**config.mk**
```make
export PLATFORM = sky130hd
export DESIGN_NAME = mreq_xlate
export DESIGN_NICKNAME = d
export VERILOG_FILES = /design/src/rtl/mreq_pkg.sv /design/src/rtl/mreq_base_reg.sv /design/src/rtl/mreq_err_ctr.sv /design/src/rtl/mreq_seq.sv /design/src/rtl/mreq_xlate.sv
export SDC_FILE = /design/constraint.sdc
export NUM_CORES = 1
export LEC_CHECK = 0
export ABC_AREA = 1
export BUFFER_PORTS_ARGS = -buffer_cell sky130_fd_sc_hd__buf_2
export CORE_MARGIN = 4
export CORE_UTILIZATION = 30
export DETAILED_ROUTE_END_ITERATION = 8
export GPL_TIMING_DRIVEN = 0
export RECOVER_POWER = 100
export SETUP_SLACK_MARGIN = 0.15
export SYNTH_ARGS = -nofsm -noshare
export SYNTH_HDL_FRONTEND = slang
export SYNTH_SLANG_ARGS = --single-unit
```
**constraint.sdc**
```tcl
create_clock -name clk -period 2 [get_ports clk]
set_clock_uncertainty 0.05 [all_clocks]
set_input_delay 0.4 -clock clk [delete_from_list [all_inputs] [get_ports clk]]
set_output_delay 0.4 -clock clk [all_outputs]
set_load 0.1 [all_outputs]
```
**src/rtl/mreq_pkg.sv**
```systemverilog
package mreq_pkg;
  localparam logic [3:0] SIZE_ONE_WORD = 4'b1000;

  typedef enum logic [1:0] {
    RSP_READ  = 2'b00,
    RSP_WRITE = 2'b01,
    RSP_ERROR = 2'b10
  } rsp_kind_e;

  typedef enum logic [1:0] {
    ST_IDLE,
    ST_BUS,
    ST_RDATA,
    ST_RESP
  } seq_state_e;
endpackage

```
**src/rtl/mreq_base_reg.sv**
```systemverilog
module mreq_base_reg #(
  parameter int BASE_W = 8,
  parameter logic [BASE_W-1:0] RESET_VAL = '0
) (
  input  logic              clk,
  input  logic              rst,
  input  logic              we,
  input  logic [BASE_W-1:0] wdata,
  output logic [BASE_W-1:0] base_q
);
  always_ff @(posedge clk) begin
    if (rst) base_q <= RESET_VAL;
    else if (we) base_q <= wdata;
  end
endmodule

```
**src/rtl/mreq_err_ctr.sv**
```systemverilog
module mreq_err_ctr #(
  parameter int W = 8
) (
  input  logic         clk,
  input  logic         rst,
  input  logic         inc,
  output logic [W-1:0] cnt
);
  localparam logic [W-1:0] MAXV = '1;

  always_ff @(posedge clk) begin
    if (rst) cnt <= '0;
    else if (inc && (cnt != MAXV)) cnt <= cnt + 1'b1;
  end
endmodule

```
**src/rtl/mreq_seq.sv**
```systemverilog
module mreq_seq
  import mreq_pkg::*;
#(
  parameter int ADDR_W = 32,
  parameter int DATA_W = 32,
  parameter int OFFS_W = 21,
  parameter int TID_W  = 8,
  parameter int BASE_W = ADDR_W - OFFS_W - 3
) (
  input  logic              clk,
  input  logic              rst,
  input  logic              req_valid,
  output logic              req_ready,
  input  logic              req_is_write,
  input  logic [3:0]        req_size,
  input  logic              req_wdptr,
  input  logic [OFFS_W-1:0] req_offset,
  input  logic [TID_W-1:0]  req_tid,
  input  logic [DATA_W-1:0] req_wdata,
  input  logic [BASE_W-1:0] base,
  output logic              err_inc,
  output logic [ADDR_W-1:0] m_address,
  output logic              m_read,
  output logic              m_write,
  output logic [DATA_W-1:0] m_writedata,
  input  logic              m_waitrequest,
  input  logic [DATA_W-1:0] m_readdata,
  input  logic              m_readdatavalid,
  output logic              rsp_valid,
  input  logic              rsp_ready,
  output logic [1:0]        rsp_kind,
  output logic [TID_W-1:0]  rsp_tid,
  output logic [DATA_W-1:0] rsp_data
);
  seq_state_e state;
  logic       size_ok;
  logic       accept;

  assign size_ok   = (req_size == SIZE_ONE_WORD);
  assign req_ready = (state == ST_IDLE);
  assign accept    = req_ready && req_valid;
  assign err_inc   = accept && !size_ok;

  always_ff @(posedge clk) begin
    if (rst) begin
      state       <= ST_IDLE;
      m_address   <= '0;
      m_read      <= 1'b0;
      m_write     <= 1'b0;
      m_writedata <= '0;
      rsp_valid   <= 1'b0;
      rsp_kind    <= RSP_READ;
      rsp_tid     <= '0;
      rsp_data    <= '0;
    end else begin
      unique case (state)
        ST_IDLE: begin
          if (req_valid) begin
            rsp_tid <= req_tid;
            if (size_ok) begin
              m_address   <= {base, req_offset, req_wdptr, 2'b00};
              m_writedata <= req_is_write ? req_wdata : '0;
              m_write     <= req_is_write;
              m_read      <= !req_is_write;
              state       <= ST_BUS;
            end else begin
              rsp_valid <= 1'b1;
              rsp_kind  <= RSP_ERROR;
              rsp_data  <= '0;
              state     <= ST_RESP;
            end
          end
        end
        ST_BUS: begin
          if (!m_waitrequest) begin
            m_read  <= 1'b0;
            m_write <= 1'b0;
            if (m_write) begin
              rsp_valid <= 1'b1;
              rsp_kind  <= RSP_WRITE;
              rsp_data  <= '0;
              state     <= ST_RESP;
            end else begin
              state <= ST_RDATA;
            end
          end
        end
        ST_RDATA: begin
          if (m_readdatavalid) begin
            rsp_valid <= 1'b1;
            rsp_kind  <= RSP_READ;
            rsp_data  <= m_readdata;
            state     <= ST_RESP;
          end
        end
        ST_RESP: begin
          if (rsp_ready) begin
            rsp_valid <= 1'b0;
            state     <= ST_IDLE;
          end
        end
        default: state <= ST_IDLE;
      endcase
    end
  end
endmodule

```
**src/rtl/mreq_xlate.sv**
```systemverilog
module mreq_xlate #(
  parameter int ADDR_W = 32,
  parameter int DATA_W = 32,
  parameter int OFFS_W = 21,
  parameter int TID_W  = 8,
  parameter int ERR_W  = 8,
  parameter int BASE_W = ADDR_W - OFFS_W - 3,
  parameter logic [BASE_W-1:0] BASE_RST = '0
) (
  input  logic              clk,
  input  logic              rst,
  input  logic              req_valid,
  output logic              req_ready,
  input  logic              req_is_write,
  input  logic [3:0]        req_size,
  input  logic              req_wdptr,
  input  logic [OFFS_W-1:0] req_offset,
  input  logic [TID_W-1:0]  req_tid,
  input  logic [DATA_W-1:0] req_wdata,
  input  logic              base_we,
  input  logic [BASE_W-1:0] base_wdata,
  output logic [ADDR_W-1:0] m_address,
  output logic              m_read,
  output logic              m_write,
  output logic [DATA_W-1:0] m_writedata,
  input  logic              m_waitrequest,
  input  logic [DATA_W-1:0] m_readdata,
  input  logic              m_readdatavalid,
  output logic              rsp_valid,
  input  logic              rsp_ready,
  output logic [1:0]        rsp_kind,
  output logic [TID_W-1:0]  rsp_tid,
  output logic [DATA_W-1:0] rsp_data,
  output logic [ERR_W-1:0]  err_count
);
  logic [BASE_W-1:0] base_q;
  logic              err_inc;

  mreq_base_reg #(.BASE_W(BASE_W), .RESET_VAL(BASE_RST)) u_base (
    .clk(clk), .rst(rst), .we(base_we), .wdata(base_wdata), .base_q(base_q)
  );

  mreq_err_ctr #(.W(ERR_W)) u_err (
    .clk(clk), .rst(rst), .inc(err_inc), .cnt(err_count)
  );

  mreq_seq #(
    .ADDR_W(ADDR_W), .DATA_W(DATA_W), .OFFS_W(OFFS_W),
    .TID_W(TID_W), .BASE_W(BASE_W)
  ) u_seq (
    .clk(clk), .rst(rst),
    .req_valid(req_valid), .req_ready(req_ready),
    .req_is_write(req_is_write), .req_size(req_size),
    .req_wdptr(req_wdptr), .req_offset(req_offset),
    .req_tid(req_tid), .req_wdata(req_wdata),
    .base(base_q), .err_inc(err_inc),
    .m_address(m_address), .m_read(m_read), .m_write(m_write),
    .m_writedata(m_writedata), .m_waitrequest(m_waitrequest),
    .m_readdata(m_readdata), .m_readdatavalid(m_readdatavalid),
    .rsp_valid(rsp_valid), .rsp_ready(rsp_ready),
    .rsp_kind(rsp_kind), .rsp_tid(rsp_tid), .rsp_data(rsp_data)
  );
endmodule

```
==> qor.csv <==
metric,value,unit
status,completed,
"Worst Path Class, Setup",register to register,
synthesized cell area,5160,um2
H-tree Lvls,4,
DRT Wirelength,16630,um
Max-Cap Viols,0,
number of global-route vias before repair,5192,
final period utilization,91.87,%
Die Wd,139.2,um
Simple-Gate Fraction of Synth Area,33.75,%
PortBufs,227,
P_int,6.030,mW
min Tclk post-route,1.837,ns
CTS Buffer Depth,2,
crit path max-delay cell type,dfxtp_4,
combinational fraction of design power,46.5,%
main combinational cell family by area after synthesis,simple AND/OR/NAND/NOR gates,
"delay-heaviest family, CP",simple AND/OR/NAND/NOR gates,
largest net degree at the start of global routing,17,
Setup crit start kind,register,
Sw Share,46.16,%
post-synthesis compound-gate area fraction,9.020,%
Post-synth EDFFs,0,
CP max stage delay,0.39,ns
Post-synth ARST share,0,%
Buf/Inv on CP,5,
RePlAce Congestion,0.7904,
Clk pwr share,26.3,%
HP Class,input pin to register,
I/O pin total,232,
placed cells,1165,
CTS Sinks,125,
Layout area overhead,43.02,%
worst slew pin tran,0.5853,ns
sequential-to-total area share from yosys stat,48.50,%
"Warnings, synthesis",0,
Max Freq,544.2,MHz
"Cell Chain, Critical Path",inv_4 -> ha_2 -> clkbuf_8 -> nand2_1 -> nand2_1 -> nor2_4 -> inv_2 -> nor2_4 -> clkbuf_16 -> buf_6 -> nor2_1 -> nor2_1,
clock latency on the worst-skew pair,0.41,ns
grt total ovfl,0,
vias,5543,
pre-CTS setup slack,-0.1141,ns
CTS Root Cell,clkbuf_16,
Num CTS Buffers,17,
worst vdd ir,0.7883,mV
drt first pass iters,5,
initial antenna violation count,2,
Pleak,3.409,nW
Clock Pin Slew Worst Setup and Hold Paths,0.05,ns
Iter 0 DRT Violations,239,
count of cell types in the netlist,24,
Rows,47,
Fin Setup TNS,0,ns
Post-Synth XOR/XNOR Area,0.1697,%
layout cells sized above 1,32.59,%
WL/cell,13.72,um
Routed Antenna Nets,0,
Reg power frac,27.3,%
Slew Limit Fails,0,
dpl hpwl,12180,um
Final Hold Vio Count,0,
Die Y,139.2,um
PwrDens,1518,nW/um2
post-DR vias/cell,4.573,
Worst EP required,2.30,ns
Layout Cells excl Fill,1212,
drc violations,0,
Sw Pwr,5.170,mW
Cells after Synth,717,
NumNets Final,1099,
Synth Area per Inst,7.197,um2
final setup fails,0,
CTS tree,yes,
initial core utilization,30.90,%
Worst Setup End Kind,register,
Adder-Cell Fraction of Synth Area,1.697,%
post-synthesis mux area share,0.1940,%
Arrival @ worst endpoint,2.13,ns
Slew headroom,60.98,%
"flops & latches, synth",125,
Die Area,19360,um2
core box area,16700,um2
first-pass GRT wire length,26420,um
unrepaired setup endpoints after global routing,yes,
post-route worst setup slack,0.1626,ns
"Primary FF master, synth",dfxtp_1,
critical-path maximum fanout,5,
Total GRT Usage,16.76,%
[cells by family (layout without fill, tap and decap cells)]
logic type / after synthesis / count (layout)
xor+xnor: 1 / 1
other cells: 1 / 3
compound gates: 93 / 93
mux: 1 / 1
simple gates: 414 / 414
fa+ha+maj: 7 / 7
flops: 125 / 125
buf+inv: 75 / 348
[state kept, by name (all words and copies together), names as in the netlist]
| signal | cells |
|---|---|
| u_seq.m_writedata | 32 |
| u_seq.rsp_data | 32 |
| u_seq.m_address | 30 |
| u_base.base_q | 8 |
| u_err.cnt | 8 |
| u_seq.rsp_tid | 8 |
| u_seq.rsp_kind | 2 |
| u_seq.state | 2 |
| u_seq.m_read | 1 |
| u_seq.m_write | 1 |
| u_seq.rsp_valid | 1 |
[cells in the mapped netlist (2+ instances only)]
cell type | number | area [um2]
clkbuf_1 | 27 | 101.4
nand2_1 | 203 | 762.0
buf_2 | 14 | 70.07
ha_1 | 7 | 87.58
buf_4 | 5 | 37.54
nand4_1 | 38 | 237.7
inv_2 | 3 | 11.26
buf_6 | 3 | 33.78
o21ai_0 | 22 | 110.1
nor2_4 | 3 | 33.78
dfxtp_1 | 125 | 2502
nor2_1 | 121 | 454.2
inv_1 | 21 | 78.83
nand3_1 | 43 | 215.2
a21oi_1 | 71 | 355.3
or2_2 | 2 | 12.51
buf_1 | 2 | 7.510
[power groups by stage]
stage               clock network [mW]  registers (mW)  logic, mW
floorplan                            0            5.18       1.79
global route                      3.12            3.10       5.57
detailed placement                   0            3.08       4.76
finish                            2.94            3.05       5.20
CTS                               3.02            3.04       5.08
global placement                     0            3.07       4.74
[worst min-delay path: stages]
cell and delay [ns]:
buf_2 0.07, nor2_1 0.03, nor2_1 0.08
[final timing paths]
path	start	to	slack [ns]	cells after the start
worst min-delay path	base_wdata[3]	u_base.base_q[3]$_SDFFE_PP0P_	0.16	3
worst max-delay path	u_seq.state[0]$_SDFFE_PP0P_	u_seq.rsp_data[23]$_SDFFE_PP0P_	0.16	12
worst max register to register	u_seq.state[0]$_SDFFE_PP0P_	u_seq.rsp_data[23]$_SDFFE_PP0P_	0.16	12
worst min register to register	u_base.base_q[6]$_SDFFE_PP0P_	u_seq.m_address[30]$_SDFFE_PP0P_	0.41	2
[routing by layer]
metal  vias to the layer above  track usage (%)  part of all wire [%]
li1                       2848                -                     -
met1                      2486            19.91                    43
met2                       185            27.90                    47
met3                        22            6.207                   8.1
met4                         2            5.922                   1.6
met5                         -                0                 0.078
[metrics by stage]
step	util, %	area, um2	hold slack (ns)	power [mW]
2_1_floorplan	-	5187	0.3865	6.967
3_3_place_gp	39.51	6599	0.3953	7.802
3_5_place_dp	39.51	6599	0.4013	7.836
4_1_cts	43.84	7322	0.1439	11.13
5_1_grt	44.19	7380	0.1588	11.79
6_report	44.19	7380	0.1630	11.20
[cell type report]
type	count	area, um2
fill	1729	9321
timing repair buffer	241	1300
antenna	1	2.502
multi-input combinational	518	2354
buffer	51	269.0
tap	220	275.3
sequential	125	2521
clock inverter	11	120.1
inverter	24	97.59
clock buffer	21	440.4
[layout by cell type, fill, tap and decap left out, types with 4 or more instances in the layout]
master       n
a21oi_1     71
clkbuf_16   18
buf_6        4
dfxtp_1    114
buf_2      121
nor2_1     121
clkinv_2     4
ha_1         4
nand4_1     38
o21ai_0     22
nand2_1    201
dfxtp_2      9
nand3_1     42
inv_1       18
clkbuf_2   118
clkbuf_1    31
buf_4       14
[repair_timing]
item | in CTS | in global routing
pin swaps | 4 | 7
hold buffers | 0 | 0
endpoints found under the setup margin | 105 | 49
gates resized for setup | 22 | 11
gates cloned | 3 | 1
buffers inserted | 7 | 3
No activity file was read; power rests on OpenSTA's default activity.
